$ cat src/rtl/page_req_matcher_pkg.sv
package page_req_matcher_pkg;
  localparam int NBYTE  = 7;
  localparam int BYTE_W = 5;
  localparam int DIG_W  = 4;
  localparam int REC_W  = NBYTE * BYTE_W;
  localparam int HDR_W  = NBYTE * DIG_W;

  // Bits of each digit that take part in the compare.
  function automatic logic [DIG_W-1:0] dig_mask(input int idx);
    case (idx)
      0:       return 4'b0111;   // magazine, bit 3 is hold
      3:       return 4'b0011;   // hours tens
      5:       return 4'b0111;   // minutes tens
      default: return 4'b1111;
    endcase
  endfunction

  function automatic logic byte_hit(input logic [BYTE_W-1:0] rq,
                                    input logic [DIG_W-1:0] rx,
                                    input logic err, input int idx);
    logic care;
    care = rq[BYTE_W-1];
    return !care || (!err && (((rq[DIG_W-1:0] ^ rx) & dig_mask(idx)) == '0));
  endfunction

  function automatic logic rec_hit(input logic [REC_W-1:0] rq,
                                   input logic [HDR_W-1:0] dg,
                                   input logic [NBYTE-1:0] ham);
    logic ok;
    ok = 1'b1;
    for (int i = 0; i < NBYTE; i++)
      ok = ok & byte_hit(rq[i*BYTE_W +: BYTE_W], dg[i*DIG_W +: DIG_W], ham[i], i);
    return ok;
  endfunction
endpackage

$ cat src/rtl/pmr_req_store.sv
module pmr_req_store
  import page_req_matcher_pkg::*;
#(
  parameter int NREC = 8,
  localparam int RA_W = (NREC > 1) ? $clog2(NREC) : 1
) (
  input  logic                    clk,
  input  logic                    rst_n,
  input  logic                    ld_start,
  input  logic [RA_W-1:0]         ld_rec,
  input  logic [2:0]              ld_col,
  input  logic                    req_wr,
  input  logic [BYTE_W-1:0]       req_data,
  output logic [NREC*REC_W-1:0]   req_flat,
  output logic                    wr_accept,
  output logic [RA_W-1:0]         wr_rec
);
  localparam logic [2:0] COL_PARK = 3'd7;

  logic [2:0]      col_q;
  logic [RA_W-1:0] rec_q;

  assign wr_accept = req_wr && !ld_start && (col_q != COL_PARK);
  assign wr_rec    = rec_q;

  always_ff @(posedge clk) begin
    if (!rst_n) begin
      col_q <= COL_PARK;
      rec_q <= '0;
    end else if (ld_start) begin
      col_q <= ld_col;
      rec_q <= ld_rec;
    end else if (wr_accept) begin
      col_q <= col_q + 3'd1;   // column 6 steps into the parked state
    end
  end

  always_ff @(posedge clk) begin
    if (!rst_n)
      req_flat <= '0;
    else if (wr_accept)
      req_flat[(int'(rec_q) * NBYTE + int'(col_q)) * BYTE_W +: BYTE_W] <= req_data;
  end
endmodule

$ cat src/rtl/pmr_match.sv
module pmr_match
  import page_req_matcher_pkg::*;
#(
  parameter int NREC = 8,
  parameter int CIRC = 4,
  localparam int NGRP = NREC / CIRC,
  localparam int GRP_W = (NGRP > 1) ? $clog2(NGRP) : 1
) (
  input  logic [NREC*REC_W-1:0] req_flat,
  input  logic [GRP_W-1:0]      acq_group,
  input  logic [HDR_W-1:0]      hdr_digits,
  input  logic [NBYTE-1:0]      hdr_ham,
  output logic [NREC-1:0]       hit
);
  for (genvar r = 0; r < NREC; r++) begin : g_rec
    localparam int G = r / CIRC;
    logic in_group;
    assign in_group = (int'(acq_group) == G);
    assign hit[r] = in_group && rec_hit(req_flat[r*REC_W +: REC_W], hdr_digits, hdr_ham);
  end
endmodule

$ cat src/rtl/pmr_status.sv
module pmr_status
  import page_req_matcher_pkg::*;
#(
  parameter int NREC = 8,
  localparam int RA_W = (NREC > 1) ? $clog2(NREC) : 1
) (
  input  logic                  clk,
  input  logic                  rst_n,
  input  logic                  hdr_valid,
  input  logic [NBYTE-1:0]      hdr_ham,
  input  logic [NREC-1:0]       hit,
  input  logic [NREC-1:0]       hold_vec,
  input  logic                  wr_accept,
  input  logic [RA_W-1:0]       wr_rec,
  output logic [NREC-1:0]       capture,
  output logic [NREC-1:0]       found_n,
  output logic [NREC-1:0]       looking,
  output logic [NREC*NBYTE-1:0] rec_ham
);
  for (genvar r = 0; r < NREC; r++) begin : g_rec
    logic reopen, take;
    assign reopen = wr_accept && (int'(wr_rec) == r);
    assign take   = hdr_valid && hit[r] && (hold_vec[r] || found_n[r]) && !reopen;

    always_ff @(posedge clk) begin
      if (!rst_n) begin
        capture[r]                 <= 1'b0;
        found_n[r]                 <= 1'b1;
        looking[r]                 <= 1'b0;
        rec_ham[r*NBYTE +: NBYTE]  <= '0;
      end else begin
        capture[r] <= take;
        if (reopen) begin
          found_n[r]                <= 1'b1;
          looking[r]                <= 1'b1;
          rec_ham[r*NBYTE +: NBYTE] <= '0;
        end else if (take) begin
          found_n[r]                <= 1'b0;
          looking[r]                <= 1'b0;
          rec_ham[r*NBYTE +: NBYTE] <= hdr_ham;
        end
      end
    end
  end
endmodule

$ cat src/rtl/page_req_matcher.sv
module page_req_matcher
  import page_req_matcher_pkg::*;
#(
  parameter int CIRC_PER_GROUP = 4,
  parameter int GROUPS         = 2,
  localparam int NREC  = CIRC_PER_GROUP * GROUPS,
  localparam int CIRC_W = (CIRC_PER_GROUP > 1) ? $clog2(CIRC_PER_GROUP) : 1,
  localparam int GRP_W  = (GROUPS > 1) ? $clog2(GROUPS) : 1,
  localparam int RA_W   = (NREC > 1) ? $clog2(NREC) : 1
) (
  input  logic                    clk,
  input  logic                    rst_n,
  input  logic                    ld_start,
  input  logic [GRP_W-1:0]        ld_group,
  input  logic [CIRC_W-1:0]       ld_circ,
  input  logic [2:0]              ld_col,
  input  logic                    req_wr,
  input  logic [BYTE_W-1:0]       req_data,
  input  logic [GRP_W-1:0]        acq_group,
  input  logic                    hdr_valid,
  input  logic [HDR_W-1:0]        hdr_digits,
  input  logic [NBYTE-1:0]        hdr_ham,
  output logic [NREC-1:0]         capture,
  output logic [NREC-1:0]         found_n,
  output logic [NREC-1:0]         looking,
  output logic [NREC*NBYTE-1:0]   rec_ham
);
  logic [NREC*REC_W-1:0] req_flat;
  logic [RA_W-1:0]       ld_rec;
  logic                  wr_accept;
  logic [RA_W-1:0]       wr_rec;
  logic [NREC-1:0]       hit;
  logic [NREC-1:0]       hold_vec;

  assign ld_rec = RA_W'(int'(ld_group) * CIRC_PER_GROUP + int'(ld_circ));

  for (genvar r = 0; r < NREC; r++) begin : g_hold
    assign hold_vec[r] = req_flat[r*REC_W + 3];
  end

  pmr_req_store #(.NREC(NREC)) u_store (
    .clk(clk), .rst_n(rst_n), .ld_start(ld_start), .ld_rec(ld_rec),
    .ld_col(ld_col), .req_wr(req_wr), .req_data(req_data),
    .req_flat(req_flat), .wr_accept(wr_accept), .wr_rec(wr_rec)
  );

  pmr_match #(.NREC(NREC), .CIRC(CIRC_PER_GROUP)) u_match (
    .req_flat(req_flat), .acq_group(acq_group), .hdr_digits(hdr_digits),
    .hdr_ham(hdr_ham), .hit(hit)
  );

  pmr_status #(.NREC(NREC)) u_status (
    .clk(clk), .rst_n(rst_n), .hdr_valid(hdr_valid), .hdr_ham(hdr_ham),
    .hit(hit), .hold_vec(hold_vec), .wr_accept(wr_accept), .wr_rec(wr_rec),
    .capture(capture), .found_n(found_n), .looking(looking), .rec_ham(rec_ham)
  );
endmodule

$ cat config.mk
export PLATFORM = sky130hd
export DESIGN_NAME = page_req_matcher
export DESIGN_NICKNAME = d
export VERILOG_FILES = /design/src/rtl/page_req_matcher_pkg.sv /design/src/rtl/pmr_req_store.sv /design/src/rtl/pmr_match.sv /design/src/rtl/pmr_status.sv /design/src/rtl/page_req_matcher.sv
export SDC_FILE = /design/constraint.sdc
export NUM_CORES = 1
export LEC_CHECK = 0
export BUFFER_PORTS_ARGS = -buffer_cell sky130_fd_sc_hd__buf_2
export CORE_ASPECT_RATIO = 1.1
export CORE_MARGIN = 3
export CORE_UTILIZATION = 31
export DETAILED_ROUTE_END_ITERATION = 6
export GPL_ROUTABILITY_DRIVEN = 0
export GPL_TIMING_DRIVEN = 0
export PLACE_DENSITY_LB_ADDON = 0.2
export SLEW_MARGIN = 20
export SYNTH_ARGS = -nofsm -noshare
export SYNTH_HDL_FRONTEND = slang
export SYNTH_HIERARCHICAL = 1
export SYNTH_SLANG_ARGS = --single-unit
$ cat constraint.sdc
create_clock -name clk -period 5.35 [get_ports clk]
set_clock_uncertainty 0.2 [all_clocks]
set_input_delay 0.8025 -clock clk [delete_from_list [all_inputs] [get_ports clk]]
set_output_delay 0.8025 -clock clk [all_outputs]
set_load 0.05 [all_outputs]
==> results of run 1 <==
-- path summary, 6_finish.rpt --
kind,start,endpoint,slack [ps]
setup / recovery,u_store/wr_rec[1]$_SDFFE_PN0P_,u_store/req_flat[146]$_SDFFE_PN0P_,230
hold / removal,ld_col[2],u_store/col_q[2]$_SDFFE_PN1P_,260
setup reg to reg,u_store/wr_rec[1]$_SDFFE_PN0P_,u_store/req_flat[146]$_SDFFE_PN0P_,230
hold reg to reg,u_store/req_flat[254]$_SDFFE_PN0P_,u_store/req_flat[254]$_SDFFE_PN0P_,260
-- final cells by class --
type	instances	area [µm²]
fill	5531	34300
multi-input combinational	1280	9610
sequential	342	6850
clock buffer	63	1280
tap	728	911
buffer	128	619
timing repair buffer	92	460
clock inverter	12	118
inverter	24	90.1
-- registers in the layout, indices dropped and copies added (netlist names) --
signal            flops
u_store/req_flat    256
u_status/rec_ham     56
u_status/capture      8
u_status/found_n      8
u_status/looking      8
u_store/col_q         3
u_store/wr_rec        3
-- worst min-delay path, stage by stage --
cell and delay, ps:
buf_2 80, mux2i_1 60, nand2_1 60
-- power groups by stage --
| stage | registers, µW | clock network (µW) | logic [µW] |
|---|---|---|---|
| global route | 2620 | 3050 | 1370 |
| global placement | 2670 | 0 | 1270 |
| CTS | 2610 | 2950 | 1290 |
| finish | 2610 | 2880 | 1320 |
| floorplan | 2760 | 0 | 766 |
| detailed placement | 2670 | 0 | 1290 |
-- metal layers --
layer / global-route usage, % / wire, µm / vias to the layer above
met5: 0 / 0 / -
met4: 8.82 / 2880 / 0
met3: 4.19 / 4100 / 138
met2: 35.1 / 29100 / 523
met1: 27.8 / 27800 / 6790
li1: - / - / 6359
-- per-stage QoR --
| step | util [%] | instances | power, µW |
|---|---|---|---|
| finish | 36.8 | 2669 | 6810 |
| global route | 36.8 | 2669 | 7040 |
| CTS | 36.8 | 2669 | 6850 |
| detailed placement | 34.2 | 2594 | 3960 |
| global placement | 34.1 | 2594 | 3940 |
| floorplan | - | 1774 | 3530 |
==> results.json, run 1 <==
{
  "status": "complete, no violations",
  "rsz0062_at_grt": "no",
  "cts.hold.buffers_added": 0,
  "drive_above_1_share_pct": 15.6,
  "synth_fp_nets": 1843,
  "design.core.area_um2": 54200,
  "syn_inst": 1774,
  "cap_viol_max_count": 0,
  "cp_top_family": "adder cells",
  "period_share_pct": 95.8,
  "grt_usage_pct": 21.5,
  "antenna_found_initial": 1,
  "cp_cell_sequence": "fa_1 -> inv_1 -> fa_1 -> fa_1 -> nand2_1 -> o21ai_0 -> a2bb2oi_1 -> a2111oi_2 -> nand2_2 -> mux2i_1",
  "p_switching_uw": 2160,
  "fp.dieW_um": 230,
  "setup_tns_ps": 0,
  "reg2reg_depth": 10,
  "synth.avg_cell_area_um2": 9.67,
  "clock_latency_ps": 560,
  "critPathLaunchType": "flop",
  "grt_pass1_wl_um": 91900,
  "cp.depth": 10,
  "timing_hold_violations_final": 0,
  "grt_overflow": 0,
  "fin_nets": 1978,
  "setup_ws_ps": 227,
  "p_comb_share_pct": 19.3,
  "cpMostUsedCell": "fa_1",
  "p_sw_share_pct": 31.7,
  "cts-resized-gates": 0,
  "io_pins": 132,
  "die_h_um": 253,
  "clk_pin_slew_worst_paths_ps": 60,
  "totalWireLength_um": 63900,
  "grt_max_degree": 14,
  "internal_power_uw": 4650,
  "die_area_um2": 58200,
  "ctsHtreeMaxLevel": 2,
  "place_area_um2": 18500,
  "yosys_warnings": 6,
  "crit_slowest_cell": "a2111oi_2",
  "syn-cell-area_um2": 17100,
  "numCtsBuffers": 41,
  "worstHoldPathCells": 3,
  "worst_pin_slew_ps": 1160,
  "fmax_mhz": 195,
  "crit_fanout": 13,
  "wl_per_cell_um": 23.9,
  "pre_cts_ws_ps": 286,
  "design_area_um2": 19900,
  "setup_violations": 0,
  "postRouteAntennaNets": 0,
  "final_cell_mix": "dfxtp_1 (342), nand2_1 (333), mux2i_1 (312)",
  "firstDrtPassIters": 7,
  "port_buffers": 92,
  "peakVddDrop_v": 0.000222,
  "cp_data_arrival_time_ps": 5360,
  "cts_root_buf": "clkbuf_16",
  "worstPathRequired_ps": 5590,
  "p_leak_uw": 0.00882,
  "postCtsSetupRepairBufs": 0,
  "grt_pass1_vias": 13510,
  "num_rows": 89,
  "initial_core_util_pct": 31.6,
  "drc_errors": 0,
  "clockBufferDepth": 3,
  "relSlewSlack_pct": 22.9,
  "first_iter_violations": 941,
  "crit_buf_inv": 1,
  "end_kind": "flop",
  "hpwl_um": 46500,
  "timing.hold.ws_ps": 259,
  "vias": 13810,
  "final_common_cell": "dfxtp_1",
  "seqPwrFrac_pct": 38.4,
  "critPathMaxStageDelay_ps": 1040,
  "power_density_nw_per_um2": 342,
  "fin_crit_ps": 5120,
  "drv_slew": 0,
  "diodes": 0,
  "clock_sinks": 342,
  "routed_via_density": 5.17,
  "min_path_type": "in -> reg",
  "power.share.clock_pct": 42.3,
  "area_growth_pct": 16.3,
  "path_class": "reg -> reg",
  "cts_tree": "yes"
}
Note: power is estimated with default switching activity, not from simulation.
==> run 2, diff against run 1 <==
--- a/config.mk
+++ b/config.mk
@@ -16,5 +16,4 @@
 export SLEW_MARGIN = 20
 export SYNTH_ARGS = -nofsm -noshare
 export SYNTH_HDL_FRONTEND = slang
-export SYNTH_HIERARCHICAL = 1
 export SYNTH_SLANG_ARGS = --single-unit
==> run 2 against run 1 <==
Against the previous run:
- the flow now finishes with violations (DRC, setup timing)
- flip-flop and latch count unchanged
- non-clock buffer count rose by 228
- worst setup slack worse by 840 ps
- utilization increased by 9.1 points
- worst hold slack worse by 7.1 ps
- combinational power increased to 7.3 times the previous value
- via count rose by 57%
- sequential share of layout area down 9.6 points
- critical path depth increased by 8
- synthesized cell count up 24%
- fmax decreased by 14%
- final area rose by 39%
- critical path type unchanged
- largest power group is now combinational cells
==> results.json, run 2 <==
{
  "worst_pin_slew_ps": 1400,
  "relSlewSlack_pct": 5.63,
  "p_comb_share_pct": 63.5,
  "ys_seq_area_share_pct": 35.9,
  "largest_reg_flops": 256,
  "synth.avg_cell_area_um2": 8.63,
  "drc_errors": 11,
  "synth_area_leader_cell": "dfxtp_1",
  "synthArstFlopShare_pct": 0,
  "vias": 21646,
  "cap_viol_max_count": 0,
  "power_density_nw_per_um2": 551,
  "synth_fp_nets": 2288,
  "wl_per_cell_um": 32.6,
  "crit_fanout": 10,
  "design.core.area_um2": 60300,
  "antenna_found_initial": 3,
  "clock_latency_ps": 590,
  "initial_core_util_pct": 31.6,
  "worstPathRequired_ps": 5660,
  "cp_top_family": "adder cells",
  "yosys_warnings": 0,
  "fin_util_pct": 45.9,
  "multiInputGateArea_um2": 14400,
  "postRouteAntennaNets": 0,
  "min_path_type": "in -> reg",
  "routed_via_density": 6.43,
  "fmax_mhz": 168,
  "io_pins": 132,
  "clockBufferDepth": 3,
  "clock_sinks": 342,
  "final_cell_mix": "dfxtp_1 (339), nor2_1 (158), nand2_1 (135)",
  "critPathMaxStageDelay_ps": 600,
  "grt_pass1_vias": 20079,
  "syn-cell-area_um2": 19100,
  "rsz0062_at_grt": "yes",
  "power.share.clock_pct": 19.2,
  "reg_top3": "u_store.req_flat: 256 flops, u_status.rec_ham: 56 flops",
  "drive_above_1_share_pct": 33.6,
  "synth_top_area_share_pct": 35.9,
  "regArea_um2": 6860,
  "violations": "DRC, setup timing",
  "grt_pass1_wl_um": 146000,
  "setup_violations": 256,
  "synthMostInstantiatedCell": "dfxtp_1",
  "drv_slew": 0,
  "period_share_pct": 111,
  "grt_overflow": 0,
  "n_fill_cell": 5588,
  "end_kind": "flop",
  "synthTopCellsByArea": "dfxtp_1 (36%), mux2i_1 (6.9%), xnor2_1 (5.1%)",
  "crit_slowest_cell": "fa_1",
  "first_iter_violations": 2895,
  "synthFlopType": "dfxtp_1",
  "grt_usage_pct": 31.1,
  "timing.hold.ws_ps": 252,
  "internal_power_uw": 6830,
  "syn_inst": 2208,
  "ctsHtreeMaxLevel": 2,
  "r2r_slack_ps": -610,
  "num_rows": 94,
  "final_common_cell": "dfxtp_1",
  "ys_top_cells_by_count": "dfxtp_1 (342), nand2_1 (178), nor2_1 (171)",
  "numCtsBuffers": 40,
  "firstDrtPassIters": 7,
  "yosysUniqueCellTypes": 98,
  "fp.dieW_um": 242,
  "critPathLaunchType": "flop",
  "seqPwrFrac_pct": 17.3,
  "setup_ws_ps": -612,
  "ys_seq_elements": 342,
  "clk_pin_slew_worst_paths_ps": 60,
  "fin_nets": 2602,
  "p_switching_uw": 8410,
  "crit_buf_inv": 6,
  "p_leak_uw": 0.0101,
  "cts_root_buf": "clkbuf_16",
  "p_sw_share_pct": 55.2,
  "area_growth_pct": 45.2,
  "cp_data_arrival_time_ps": 6270,
  "cts_tree": "yes",
  "timing_hold_violations_final": 0,
  "hpwl_um": 74200,
  "port_buffers": 95,
  "fin_crit_ps": 5960,
  "cts.hold.buffers_added": 0,
  "status": "finished with violations",
  "synth_edf_count": 0,
  "top_register": "u_store.req_flat",
  "peakVddDrop_v": 0.000385,
  "totalWireLength_um": 110000,
  "grt_max_degree": 14,
  "cp_cell_sequence": "fa_1 -> ha_4 -> inv_2 -> fa_2 -> inv_4 -> nand2_4 -> xnor2_4 -> ha_4 -> fa_2 -> buf_6 -> buf_4 -> xnor2_2 -> xnor2_2 -> buf_6 -> clkbuf_1 -> nand3_1 -> or4_4 -> a21oi_1",
  "die_h_um": 266,
  "die_area_um2": 64500,
  "path_class": "reg -> reg"
}
-- run 2: power by group through the flow --
| stage | Sequential, µW | Clock, µW | Combinational [µW] |
|---|---|---|---|
| after floorplan | 2790 | 0 | 3320 |
| final | 2640 | 2920 | 9680 |
| after CTS | 2640 | 2910 | 7740 |
| after detailed placement | 2690 | 0 | 6140 |
| after global placement | 2690 | 0 | 6080 |
| after global routing | 2640 | 3010 | 9600 |
-- run 2: cell families (layout without fill, tap and decap cells) --
| family | Yosys count | after routing | synth area share (%) |
|---|---|---|---|
| XOR/XNOR | 220 | 220 | 10.7 |
| AO/OA/AOI/OAI | 579 | 579 | 22.2 |
| other | 0 | 3 | 0 |
| buffers and inverters | 200 | 541 | 4.23 |
| flip-flops | 342 | 342 | 35.9 |
| multiplexers | 135 | 135 | 7.11 |
| adder cells (fa/ha/maj) | 30 | 30 | 2.15 |
| AND/OR/NAND/NOR | 702 | 702 | 17.7 |
-- run 2: worst reg2reg max path: cells and delay by family (launching register included) --
| kind | cells | cell delay, ps |
|---|---|---|
| fa+ha+maj | 5 | 1910 |
| compound gates | 1 | 140 |
| buf+inv | 6 | 1180 |
| flops | 1 | 350 |
| simple gates | 3 | 1190 |
| xor+xnor | 3 | 930 |
-- run 2: through the flow --
stage	setup TNS (ps)	cell area [µm²]	total power, µW	cells	worst slack (ps)
after floorplan	-57400	19400	6110	2208	-418
after global placement	-392240	20900	8770	3119	-2120
after detailed placement	-400220	21100	8830	3124	-2180
after CTS	-77810	25200	13300	3285	-437
after global routing	-128760	27700	15300	3365	-641
final	-90830	27700	15200	3368	-612
-- run 2: final timing paths --
check	depth (start not counted)	endpoint	from
setup / recovery	18	u_store.req_flat[23]$_SDFFE_PN0P_	u_store.wr_rec[2]$_SDFFE_PN0P_
hold reg to reg	2	u_status.looking[0]$_SDFFE_PN0P_	u_status.looking[0]$_SDFFE_PN0P_
hold / removal	3	u_store.col_q[2]$_SDFFE_PN1P_	ld_col[2]
setup reg to reg	18	u_store.req_flat[23]$_SDFFE_PN0P_	u_store.wr_rec[2]$_SDFFE_PN0P_
-- run 2: routing by layer --
layer,GRT usage [%],up-vias,wire length [µm]
met5,0.441,-,0
met4,23.3,0,11300
met3,9.24,635,13700
met2,47.5,1753,45500
met1,37.0,10417,39100
li1,-,8841,-
-- run 2: final cells by class --
cell class / instances / share of cell area, %
multi-input cells: 1666 / 52.0
repair buffers: 278 / 9.38
inverters: 24 / 0.353
clock buffers: 55 / 4.30
flip-flops and latches: 342 / 24.8
well taps: 816 / 3.69
clock inverters: 14 / 0.610
plain buffers: 170 / 4.92
diodes: 3 / 0.0271
-- run 2: timing repair --
item | in CTS | in global routing
gates cloned | 12 | 17
gates resized for setup | 367 | 368
setup endpoints to repair | 256 | 256
buffers inserted | 84 | 70
pin swaps | 75 | 131
